--- src/rtl/spi_rx_pkg.sv ---
package spi_rx_pkg;
  typedef enum logic [2:0] {
    ST_IDLE  = 3'd0,
    ST_PRE   = 3'd1,
    ST_SHIFT = 3'd2,
    ST_POST  = 3'd3,
    ST_GAP   = 3'd4
  } seq_state_t;
endpackage

--- src/rtl/spi_rx_clkgen.sv ---
// Half-period timer and edge classifier for the shared serial clock.
module spi_rx_clkgen #(
  parameter int WORD_W = 16,
  parameter int DIV_W  = 8
) (
  input  logic             clk,
  input  logic             rst,
  input  logic             run,
  input  logic [DIV_W-1:0] clk_div,
  input  logic             cpha,
  output logic             tick,
  output logic             sample,
  output logic             last
);
  localparam int HALVES = 2 * WORD_W;
  localparam int HC_W   = $clog2(HALVES);

  logic [DIV_W-1:0] div_cnt;
  logic [HC_W-1:0]  half_cnt;

  // a tick ends a half-period; even halves end on a leaving edge
  assign tick   = run && (div_cnt == clk_div);
  assign sample = tick && (half_cnt[0] == cpha);
  assign last   = tick && (half_cnt == HC_W'(HALVES - 1));

  always_ff @(posedge clk) begin
    if (rst || !run) begin
      div_cnt  <= '0;
      half_cnt <= '0;
    end else if (tick) begin
      div_cnt  <= '0;
      half_cnt <= half_cnt + 1'b1;
    end else begin
      div_cnt <= div_cnt + 1'b1;
    end
  end

  // after the final edge the sequencer stops the clock
  p_stop_after_last_r3: assert property (@(posedge clk) disable iff (rst)
    last |=> !run);
endmodule

--- src/rtl/spi_rx_lane.sv ---
// One data lane: shift register plus registered output word.
module spi_rx_lane #(
  parameter int WORD_W = 16
) (
  input  logic              clk,
  input  logic              rst,
  input  logic              miso,
  input  logic              sample,
  input  logic              load,
  output logic [WORD_W-1:0] word
);
  logic [WORD_W-1:0] shreg;

  always_ff @(posedge clk) begin
    if (rst) begin
      shreg <= '0;
      word  <= '0;
    end else begin
      if (sample) shreg <= {shreg[WORD_W-2:0], miso};
      if (load)   word  <= shreg;
    end
  end
endmodule

--- src/rtl/spi_rx_seq.sv ---
// Conversion sequencer: start qualification, delays, burst and gap counting.
module spi_rx_seq
  import spi_rx_pkg::*;
#(
  parameter int DLY_W   = 8,
  parameter int GAP_W   = 12,
  parameter int BURST_W = 8
) (
  input  logic               clk,
  input  logic               rst,
  input  logic               hw_trig,
  input  logic               sw_trig,
  input  logic               cont,
  input  logic               unavail,
  input  logic               man_en,
  input  logic               man_cs_n,
  input  logic [DLY_W-1:0]   pre_dly,
  input  logic [DLY_W-1:0]   post_dly,
  input  logic [GAP_W-1:0]   gap,
  input  logic [BURST_W-1:0] burst_len,
  input  logic               last_tick,
  output seq_state_t         state,
  output logic               accept,
  output logic               load,
  output logic               cs_n,
  output logic               busy,
  output logic               valid
);
  localparam int TW = (DLY_W > GAP_W) ? DLY_W : GAP_W;

  logic [TW-1:0]      dcnt;
  logic [BURST_W-1:0] left;

  assign accept = (state == ST_IDLE) && (hw_trig || sw_trig || cont) && !unavail;
  assign load   = (state == ST_POST) && (dcnt == TW'(post_dly));

  always_ff @(posedge clk) begin
    if (rst) begin
      state <= ST_IDLE;
      dcnt  <= '0;
      left  <= '0;
      cs_n  <= 1'b1;
      busy  <= 1'b0;
      valid <= 1'b0;
    end else begin
      valid <= 1'b0;
      unique case (state)
        ST_IDLE: begin
          cs_n <= man_en ? man_cs_n : 1'b1;
          if (accept) begin
            state <= ST_PRE;
            dcnt  <= '0;
            cs_n  <= 1'b0;
            busy  <= 1'b1;
            left  <= (burst_len == '0) ? '0 : burst_len - 1'b1;
          end
        end
        ST_PRE: begin
          if (dcnt == TW'(pre_dly)) begin
            state <= ST_SHIFT;
            dcnt  <= '0;
          end else begin
            dcnt <= dcnt + 1'b1;
          end
        end
        ST_SHIFT: begin
          if (last_tick) begin
            state <= ST_POST;
            dcnt  <= '0;
          end
        end
        ST_POST: begin
          if (load) begin
            cs_n  <= 1'b1;
            valid <= 1'b1;
            dcnt  <= '0;
            if (left == '0) begin
              state <= ST_IDLE;
              busy  <= 1'b0;
            end else begin
              state <= ST_GAP;
              left  <= left - 1'b1;
            end
          end else begin
            dcnt <= dcnt + 1'b1;
          end
        end
        ST_GAP: begin
          if (dcnt == TW'(gap)) begin
            state <= ST_PRE;
            dcnt  <= '0;
            cs_n  <= 1'b0;
          end else begin
            dcnt <= dcnt + 1'b1;
          end
        end
        default: state <= ST_IDLE;
      endcase
    end
  end

  // completion flag lasts one cycle
  p_valid_pulse_r11: assert property (@(posedge clk) disable iff (rst)
    valid |=> !valid);
  // an unavailable converter group never leaves idle
  p_unavail_blocks_r8: assert property (@(posedge clk) disable iff (rst)
    (state == ST_IDLE && unavail) |=> (state == ST_IDLE));
  // continuous mode restarts straight from idle
  p_cont_restart_r6: assert property (@(posedge clk) disable iff (rst)
    (state == ST_IDLE && cont && !unavail) |=> (state == ST_PRE));
  // chip-select is held low across the shifting window
  p_cs_low_shift_r4: assert property (@(posedge clk) disable iff (rst)
    (state == ST_SHIFT) |-> !cs_n);
  // remaining-conversion count only moves at conversion end
  p_burst_hold_r9: assert property (@(posedge clk) disable iff (rst)
    (state != ST_IDLE && state != ST_POST) |=> $stable(left));
endmodule

--- src/rtl/spi_rx_sampler.sv ---
module spi_rx_sampler
  import spi_rx_pkg::*;
#(
  parameter int LANES   = 4,
  parameter int WORD_W  = 16,
  parameter int DIV_W   = 8,
  parameter int DLY_W   = 8,
  parameter int GAP_W   = 12,
  parameter int BURST_W = 8
) (
  input  logic                      clk,
  input  logic                      rst,
  input  logic [DIV_W-1:0]          cfg_clk_div,
  input  logic                      cfg_cpol,
  input  logic                      cfg_cpha,
  input  logic [DLY_W-1:0]          cfg_pre_dly,
  input  logic [DLY_W-1:0]          cfg_post_dly,
  input  logic [GAP_W-1:0]          cfg_gap,
  input  logic [BURST_W-1:0]        cfg_burst_len,
  input  logic                      mode_continuous,
  input  logic                      hw_trig,
  input  logic                      sw_trig,
  input  logic                      unavailable,
  input  logic                      man_en,
  input  logic                      man_cs_n,
  input  logic                      man_sclk,
  output logic                      spi_cs_n,
  output logic                      spi_sclk,
  input  logic [LANES-1:0]          spi_miso,
  output logic [LANES*WORD_W-1:0]   raw_data,
  output logic                      raw_valid,
  output logic                      busy
);
  seq_state_t state;
  logic       accept, load, tick, sample, last;
  logic       run;

  assign run = (state == ST_SHIFT);

  spi_rx_seq #(
    .DLY_W  (DLY_W),
    .GAP_W  (GAP_W),
    .BURST_W(BURST_W)
  ) u_seq (
    .clk      (clk),
    .rst      (rst),
    .hw_trig  (hw_trig),
    .sw_trig  (sw_trig),
    .cont     (mode_continuous),
    .unavail  (unavailable),
    .man_en   (man_en),
    .man_cs_n (man_cs_n),
    .pre_dly  (cfg_pre_dly),
    .post_dly (cfg_post_dly),
    .gap      (cfg_gap),
    .burst_len(cfg_burst_len),
    .last_tick(last),
    .state    (state),
    .accept   (accept),
    .load     (load),
    .cs_n     (spi_cs_n),
    .busy     (busy),
    .valid    (raw_valid)
  );

  spi_rx_clkgen #(
    .WORD_W(WORD_W),
    .DIV_W (DIV_W)
  ) u_clkgen (
    .clk    (clk),
    .rst    (rst),
    .run    (run),
    .clk_div(cfg_clk_div),
    .cpha   (cfg_cpha),
    .tick   (tick),
    .sample (sample),
    .last   (last)
  );

  for (genvar g = 0; g < LANES; g++) begin : g_lane
    spi_rx_lane #(.WORD_W(WORD_W)) u_lane (
      .clk   (clk),
      .rst   (rst),
      .miso  (spi_miso[g]),
      .sample(sample),
      .load  (load),
      .word  (raw_data[g*WORD_W +: WORD_W])
    );
  end

  // serial clock pin: toggles while shifting, hand-driven when idle, else rests
  always_ff @(posedge clk) begin
    if (rst) begin
      spi_sclk <= cfg_cpol;
    end else if (state == ST_SHIFT) begin
      if (tick) spi_sclk <= ~spi_sclk;
    end else if (state == ST_IDLE && !accept && man_en) begin
      spi_sclk <= man_sclk;
    end else begin
      spi_sclk <= cfg_cpol;
    end
  end

  // a burst moves the clock only inside a chip-select window
  p_sclk_framed_r2: assert property (@(posedge clk) disable iff (rst)
    (busy && !$stable(spi_sclk)) |-> !spi_cs_n);
  // the clock rests at its polarity in the setup and hold windows
  p_rest_level_r2: assert property (@(posedge clk) disable iff (rst)
    (state == ST_PRE || state == ST_POST) |-> (spi_sclk == cfg_cpol));
  // a burst always opens with chip-select low
  p_start_selects_r12: assert property (@(posedge clk) disable iff (rst)
    $rose(busy) |-> !spi_cs_n);
endmodule

--- config.mk ---
export PLATFORM = sky130hd
export DESIGN_NAME = spi_rx_sampler
export DESIGN_NICKNAME = d
export VERILOG_FILES = /design/src/rtl/spi_rx_pkg.sv /design/src/rtl/spi_rx_clkgen.sv /design/src/rtl/spi_rx_lane.sv /design/src/rtl/spi_rx_seq.sv /design/src/rtl/spi_rx_sampler.sv
export SDC_FILE = /design/constraint.sdc
export NUM_CORES = 1
export LEC_CHECK = 0
export CORE_ASPECT_RATIO = 0.7
export CORE_UTILIZATION = 65
export DETAILED_ROUTE_END_ITERATION = 8
export DONT_BUFFER_PORTS = 1
export PLACE_DENSITY = 0.87
export SLEW_MARGIN = 20
export SYNTH_ARGS = -nofsm -noshare
export SYNTH_HDL_FRONTEND = slang
export SYNTH_SLANG_ARGS = --single-unit
--- constraint.sdc ---
create_clock -name clk -period 5.15 [get_ports clk]
set_input_delay 0.2575 -clock clk [delete_from_list [all_inputs] [get_ports clk]]
set_output_delay 0.2575 -clock clk [all_outputs]
set_load 0.02 [all_outputs]
==> flow_metrics.py, run 1 <==
metrics = {
    "status": {
        "status": "completed",
    },
    "worst_setup_path": {
        "reg2reg_depth": 6,
        "rr_endpoint": "g_lane[2].u_lane.word[1]",
        "path_cells": "xor2_1 -> nor3_1 -> nand4_1 -> buf_4 -> nand2_1 -> a21oi_1",
        "critical_path_class": "reg -> reg",
        "endpoint": "g_lane[2].u_lane.word[1]",
        "r2r_start": "u_seq.dcnt[4]",
        "critPathRequiredTime_ps": 5430,
        "startpoint": "u_seq.dcnt[4]",
        "cp_slowest_cell": "nand4_1",
        "start_kind": "register",
        "end_kind": "register",
        "cp_data_arrival_time_ps": 2950,
        "cpPeakStageDelay_ps": 630,
        "crit_fanout": 52,
        "r2r_slack_ps": 2480,
    },
    "sta": {
        "fmax_ghz": 0.374,
        "slew_viol_final": 0,
        "post-route-period-util_pct": 51.9,
        "min_period_ps": 2670,
        "relSlewSlack_pct": 52.7,
        "setup_viol_count_final": 0,
        "finalSetupTns_ps": 0,
        "rsz0062_at_grt": "false",
        "hold_viol_final": 0,
        "tightest_slew_ps": 703,
        "skew_ps": 16.8,
    },
    "floorplanning": {
        "core-area_sq_um": 10500,
        "dieArea_sq_um": 11400,
        "fp-row-count": 31,
        "die_y_um": 89.7,
        "floorplan.initialDensity_pct": 67.9,
        "dieWidth_um": 127,
        "io_pins": 127,
    },
    "route": {
        "drc": 0,
        "wirelength_mm": 16.1,
        "drt_iter0_drc": 459,
        "wire_per_inst_um": 15.8,
        "drt-pass1-iter-count": 5,
        "vias_per_cell": 5.79,
        "vias": 5899,
        "ant_nets": 0,
    },
    "yosys": {
        "synth_warnings": 0,
        "synth_seq_cells": 168,
        "yosysTopAreaCellShare_pct": 46.8,
        "synth_edf_count": 1,
        "synth.area.top_cells": "dfxtp_1 47%, nand2_1 15%, a21oi_1 10%",
        "ys.flop_type": "dfxtp_1",
        "syn_inst": 892,
        "syn_area_per_cell_sq_um": 8.01,
        "syn-num-nets": 959,
        "yosysSeqAreaShare_pct": 47.2,
        "async_flop_share_pct": 0,
        "synth_cell_types": 60,
        "syn_area_sq_um": 7140,
        "synth_area_leader_cell": "dfxtp_1",
    },
    "grt": {
        "grt_util_all_layers_pct": 28.5,
        "grt_max_degree": 146,
        "grt.overflow.total": 0,
        "grt_pass1_wl_mm": 25.4,
        "grt_pass1_vias": 5357,
        "antenna_found_initial": 0,
    },
    "job": {
        "cap_violations": 0,
    },
    "cells_and_area": {
        "fin_nets": 925,
        "final_cells": 1019,
        "layout-drive-gt1-share_pct": 6.08,
        "synthToLayoutAreaGrowth_pct": 8.01,
        "antenna_cells": 0,
        "finish.utilization_pct": 73.4,
        "layout_common_cells": "276 x nand2_1, 167 x dfxtp_1, 147 x a21oi_1",
        "final_common_cell": "nand2_1",
    },
    "cts": {
        "cts_tree": "built",
        "cts.sinks": 168,
        "postCtsSetupBuffers": 0,
        "ctsResizeCount": 0,
        "clock_latency_ps": 430,
        "clk_path_buf_depth": 2,
        "postCtsHoldBufs": 5,
        "cts_root_buffer": "clkbuf_16",
        "cts_buffers": 17,
        "clk_pin_slew_worst_paths_ps": 70,
        "cts_max_level": 4,
    },
    "power_and_ir_drop": {
        "power.density_nw_per_um2": 352,
        "p_leak_uw": 0.00256,
        "vdd_ir_drop_max_uv": 267,
    },
    "place": {
        "io_buffer_count": 0,
        "dp_hpwl_mm": 10.6,
        "place_inst": 982,
        "globalplace.congestion": 0.874,
    },
    "min_path": {
        "hold_class": "in -> reg",
    },
}
## kinds of logic (layout without fill, tap and decap cells)
logic type	Yosys count	in the layout	synth area share (%)
and+or+nand+nor	393	393	23.7
DFF	168	168	47.2
muxes	4	4	0.578
xor gates and xnor gates	58	58	7.11
AOI/OAI and AO/OA	188	188	14.7
buffers and inverters	73	52	5.27
adders and majority gates	8	8	1.40
## area by class of cell
cell class              count  area [sq um]
multi-input cells         651          3410
flip-flops and latches    168          3370
fillers                   811          2800
clock buffers              17           425
well taps                 148           185
clock inverters            15           184
repair buffers              8          90.1
inverters                  12          45.0
## state kept, by name, summed over array words and instances, names as in the netlist, 3 cells and up
signal and count:
u_seq.left 8, g_lane.u_lane.shreg 64, u_seq.state 3, u_seq.dcnt 12, u_clkgen.half_cnt 5, g_lane.u_lane.word 64
u_clkgen.div_cnt 8
## metrics by stage
step	area [sq um]	total power (uW)	setup WS (ps)	hold slack, ps
2_1_floorplan	7140	1440	3180	398
5_1_grt	7710	2790	2260	99.0
4_1_cts	7710	2730	2450	74.9
3_3_place_gp	7030	1440	2630	340
3_5_place_dp	7030	1440	2510	342
6_report	7710	2720	2480	74.9
## worst min path at each step
| stage | from | to | slack, ps | cells past startpoint |
|---|---|---|---|---|
| after floorplan | spi_miso[0] | g_lane[0].u_lane.shreg[0] | 400 | 2 |
| after global placement | rst | u_seq.left[7] | 340 | 1 |
| after detailed placement | rst | u_seq.busy | 340 | 1 |
| after CTS | rst | u_seq.cs_n | 70 | 2 |
| after global routing | rst | u_seq.cs_n | 100 | 2 |
| final | cfg_cpol | spi_sclk | 70 | 2 |
## synth_stat cells (2+ instances only)
cell type	count
buf_4	10
or3_1	4
a211oi_1	2
a21o_1	3
buf_2	12
a2bb2oi_1	2
clkbuf_8	2
nor2_1	37
xor2_1	15
a31oi_1	2
o31ai_1	4
nor4_1	4
xnor2_1	43
o21a_1	2
inv_1	11
o21ai_0	6
and3_1	4
mux2i_1	3
o22ai_1	5
dfxtp_1	167
nor3_1	14
and2_1	3
a21oi_1	147
nand4_1	11
o32a_1	2
a22o_1	3
nand2_1	277
nand3_1	18
or2_2	4
ha_1	8
buf_6	4
nor4b_1	3
clkbuf_1	33
## critical path, delay by kind of cell (launching register included)
kind / cells / cell delay, ps
flops: 1 / 530
compound gates: 1 / 100
xor+xnor: 1 / 130
buf+inv: 1 / 540
simple gates: 3 / 1210
## where the power goes
| part | total (uW) | switching, uW | internal (uW) |
|---|---|---|---|
| registers | 1320 | 13.9 | 1310 |
| clock network | 1280 | 582 | 696 |
| logic | 116 | 70.5 | 45.4 |
| total | 2720 | 666 | 2050 |
## routing by layer
metal  vias up  track usage (%)  share of wire, %  wire [um]
met2       202             46.0                46       7400
li1       2900                -                 -          -
met4         0             13.0               2.3        367
met5         -                0                 0          0
met1      2768             37.3                46       7340
met3        29             6.28               6.3       1020
No activity file was read; power rests on OpenSTA's default activity.
==> inputs of run 2 (changes only) <==
Settings changed: CORE_UTILIZATION 65 to 57, PLACE_DENSITY 0.87 to 0.81.
Clock period 5.15 ns to 2.28 ns, I/O delays scaled along.
==> run 2 against run 1 <==
Against the previous run: the flow now finishes with violations (negative hold slack); die area grew 14%; sequential share of layout area shrank 1.1 points; total power grew 120%; critical path depth grew 1; sequential cell count is the same; critical path type unchanged; setup slack lost 2400 ps; register-to-register slack lost 2400 ps; non-clock buffer count grew 23; clock power grew 120%.
==> flow_metrics.py, run 2 (synthesis results as in run 1) <==
metrics = {
    "status": {
        "status": "finished, violations left",
        "violations": "negative hold slack",
    },
    "place": {
        "placed_cell_area_sq_um": 7270,
        "io_buffer_count": 0,
        "dp_hpwl_mm": 10.5,
        "globalplace.congestion": 0.925,
    },
    "cts": {
        "cts_root_buffer": "clkbuf_16",
        "cts_buffers": 17,
        "clk_pin_slew_worst_paths_ps": 70,
        "cts_max_level": 4,
        "clk_path_buf_depth": 2,
        "clock_latency_ps": 420,
        "cts.sinks": 168,
        "postCtsHoldBufs": 4,
        "cts_tree": "built",
    },
    "floorplanning": {
        "fp-row-count": 33,
        "dieWidth_um": 136,
        "io_pins": 127,
        "core-area_sq_um": 11900,
        "dieArea_sq_um": 13000,
        "floorplan.initialDensity_pct": 59.8,
        "die_y_um": 95.6,
    },
    "grt": {
        "grt_max_degree": 153,
        "antenna_found_initial": 0,
        "grt.overflow.total": 0,
        "grt_pass1_wl_mm": 25.5,
        "grt_pass1_vias": 5168,
        "grt_util_all_layers_pct": 25.3,
    },
    "worst_setup_path": {
        "critical_path_class": "reg -> reg",
        "critPathRequiredTime_ps": 2650,
        "start_kind": "register",
        "end_kind": "register",
        "cp_data_arrival_time_ps": 2530,
        "cpPeakStageDelay_ps": 550,
        "crit_fanout": 31,
        "cp_slowest_cell": "dlygate4sd3_1",
        "path_cells": "nor4_4 -> and4_4 -> nand4_1 -> buf_4 -> buf_12 -> nor2_1 -> dlygate4sd3_1",
    },
    "cells_and_area": {
        "final_common_cell": "nand2_1",
        "layout_common_cells": "276 x nand2_1, 167 x dfxtp_1, 147 x a21oi_1",
        "layout-drive-gt1-share_pct": 8.61,
        "reg.largest.list": "g_lane.u_lane.shreg (64), g_lane.u_lane.word (64), u_seq.dcnt (12)",
        "design_area_sq_um": 7910,
        "antenna_cells": 0,
        "synthToLayoutAreaGrowth_pct": 10.8,
        "fin_nets": 948,
    },
    "power_and_ir_drop": {
        "p_leak_uw": 0.00266,
        "vdd_ir_drop_max_uv": 562,
        "power.density_nw_per_um2": 760,
    },
    "sta": {
        "hold_viol_final": 145,
        "worst_hold_slack_ps": -196,
        "fmax_ghz": 0.463,
        "relSlewSlack_pct": 56.1,
        "post-route-period-util_pct": 94.8,
        "setup_viol_count_final": 0,
        "min_period_ps": 2160,
        "skew_ps": 14.3,
        "finalSetupTns_ps": 0,
        "slew_viol_final": 0,
        "rsz0062_at_grt": "false",
        "tightest_slew_ps": 653,
    },
    "route": {
        "vias_per_cell": 5.56,
        "drc": 0,
        "wire_per_inst_um": 15.1,
        "ant_nets": 0,
        "drt-pass1-iter-count": 6,
        "wirelength_mm": 15.9,
        "vias": 5846,
        "drt_iter0_drc": 538,
    },
    "job": {
        "cap_violations": 0,
    },
    "min_path": {
        "hold_class": "in -> reg",
    },
}
## run 2: cell count changes in the layout (fill, tap and decap cells not counted), moves of 4 or more
| cell | before | now |
|---|---|---|
| buf_4 | 3 | 22 |
| inv_8 | 4 | 0 |
| clkinv_4 | 4 | 0 |
| buf_12 | 0 | 5 |
## run 2: path summary, 6_finish.rpt
check / end / slack (ps) / cells past startpoint / start
setup / recovery: u_seq.valid / 120 / 7 / u_seq.dcnt[8]
hold / removal: u_seq.state[1] / -200 / 1 / rst
setup reg to reg: u_seq.valid / 120 / 7 / u_seq.dcnt[8]
hold reg to reg: g_lane[2].u_lane.word[15] / 460 / 2 / g_lane[2].u_lane.shreg[15]
## run 2: routing by layer
layer | global-route usage, % | wire length (um)
met5 | 0 | 0
met4 | 8.24 | 114
met3 | 7.97 | 1300
met2 | 36.2 | 6830
met1 | 35.8 | 7610
## run 2: area by class of cell
class,instances,area [sq um]
Clock buffer,21,470
Clock inverter,11,109
Fill cell,985,4020
Inverter,12,45.0
Multi-Input combinational cell,651,3410
Sequential cell,168,3370
Tap cell,157,196
Timing Repair Buffer,31,305
## run 2: critical path: cells and delay by family, from the launching register on
kind                   cells  cell delay (ps)
buffers and inverters      3              900
flip-flops                 1              400
AND/OR/NAND/NOR            4              810
## run 2: per-stage QoR
| stage | total power (uW) | setup WS (ps) | std cells | util (%) |
|---|---|---|---|---|
| after floorplan | 3260 | 306 | 892 | - |
| after global placement | 3270 | 212 | 1013 | 60.9 |
| after detailed placement | 3270 | 115 | 1013 | 60.9 |
| after CTS | 6060 | 56.0 | 1049 | 66.1 |
| after global routing | 6210 | 13.0 | 1051 | 66.3 |
| final | 6020 | 118 | 1051 | 66.3 |
## run 2: where the power goes
group          switching (uW)  internal, uW  leakage [uW]
Sequential               32.4          2960       0.00136
Clock                    1200          1610      0.000274
Combinational             117           105       0.00103
Total                    1350          4670       0.00266
## run 2: timing repair
item                                    4_1_cts  5_1_grt
endpoints found under the setup margin        0       10
hold endpoints to repair                    148      145
buffers inserted                              0        2
resized for setup                             0        2
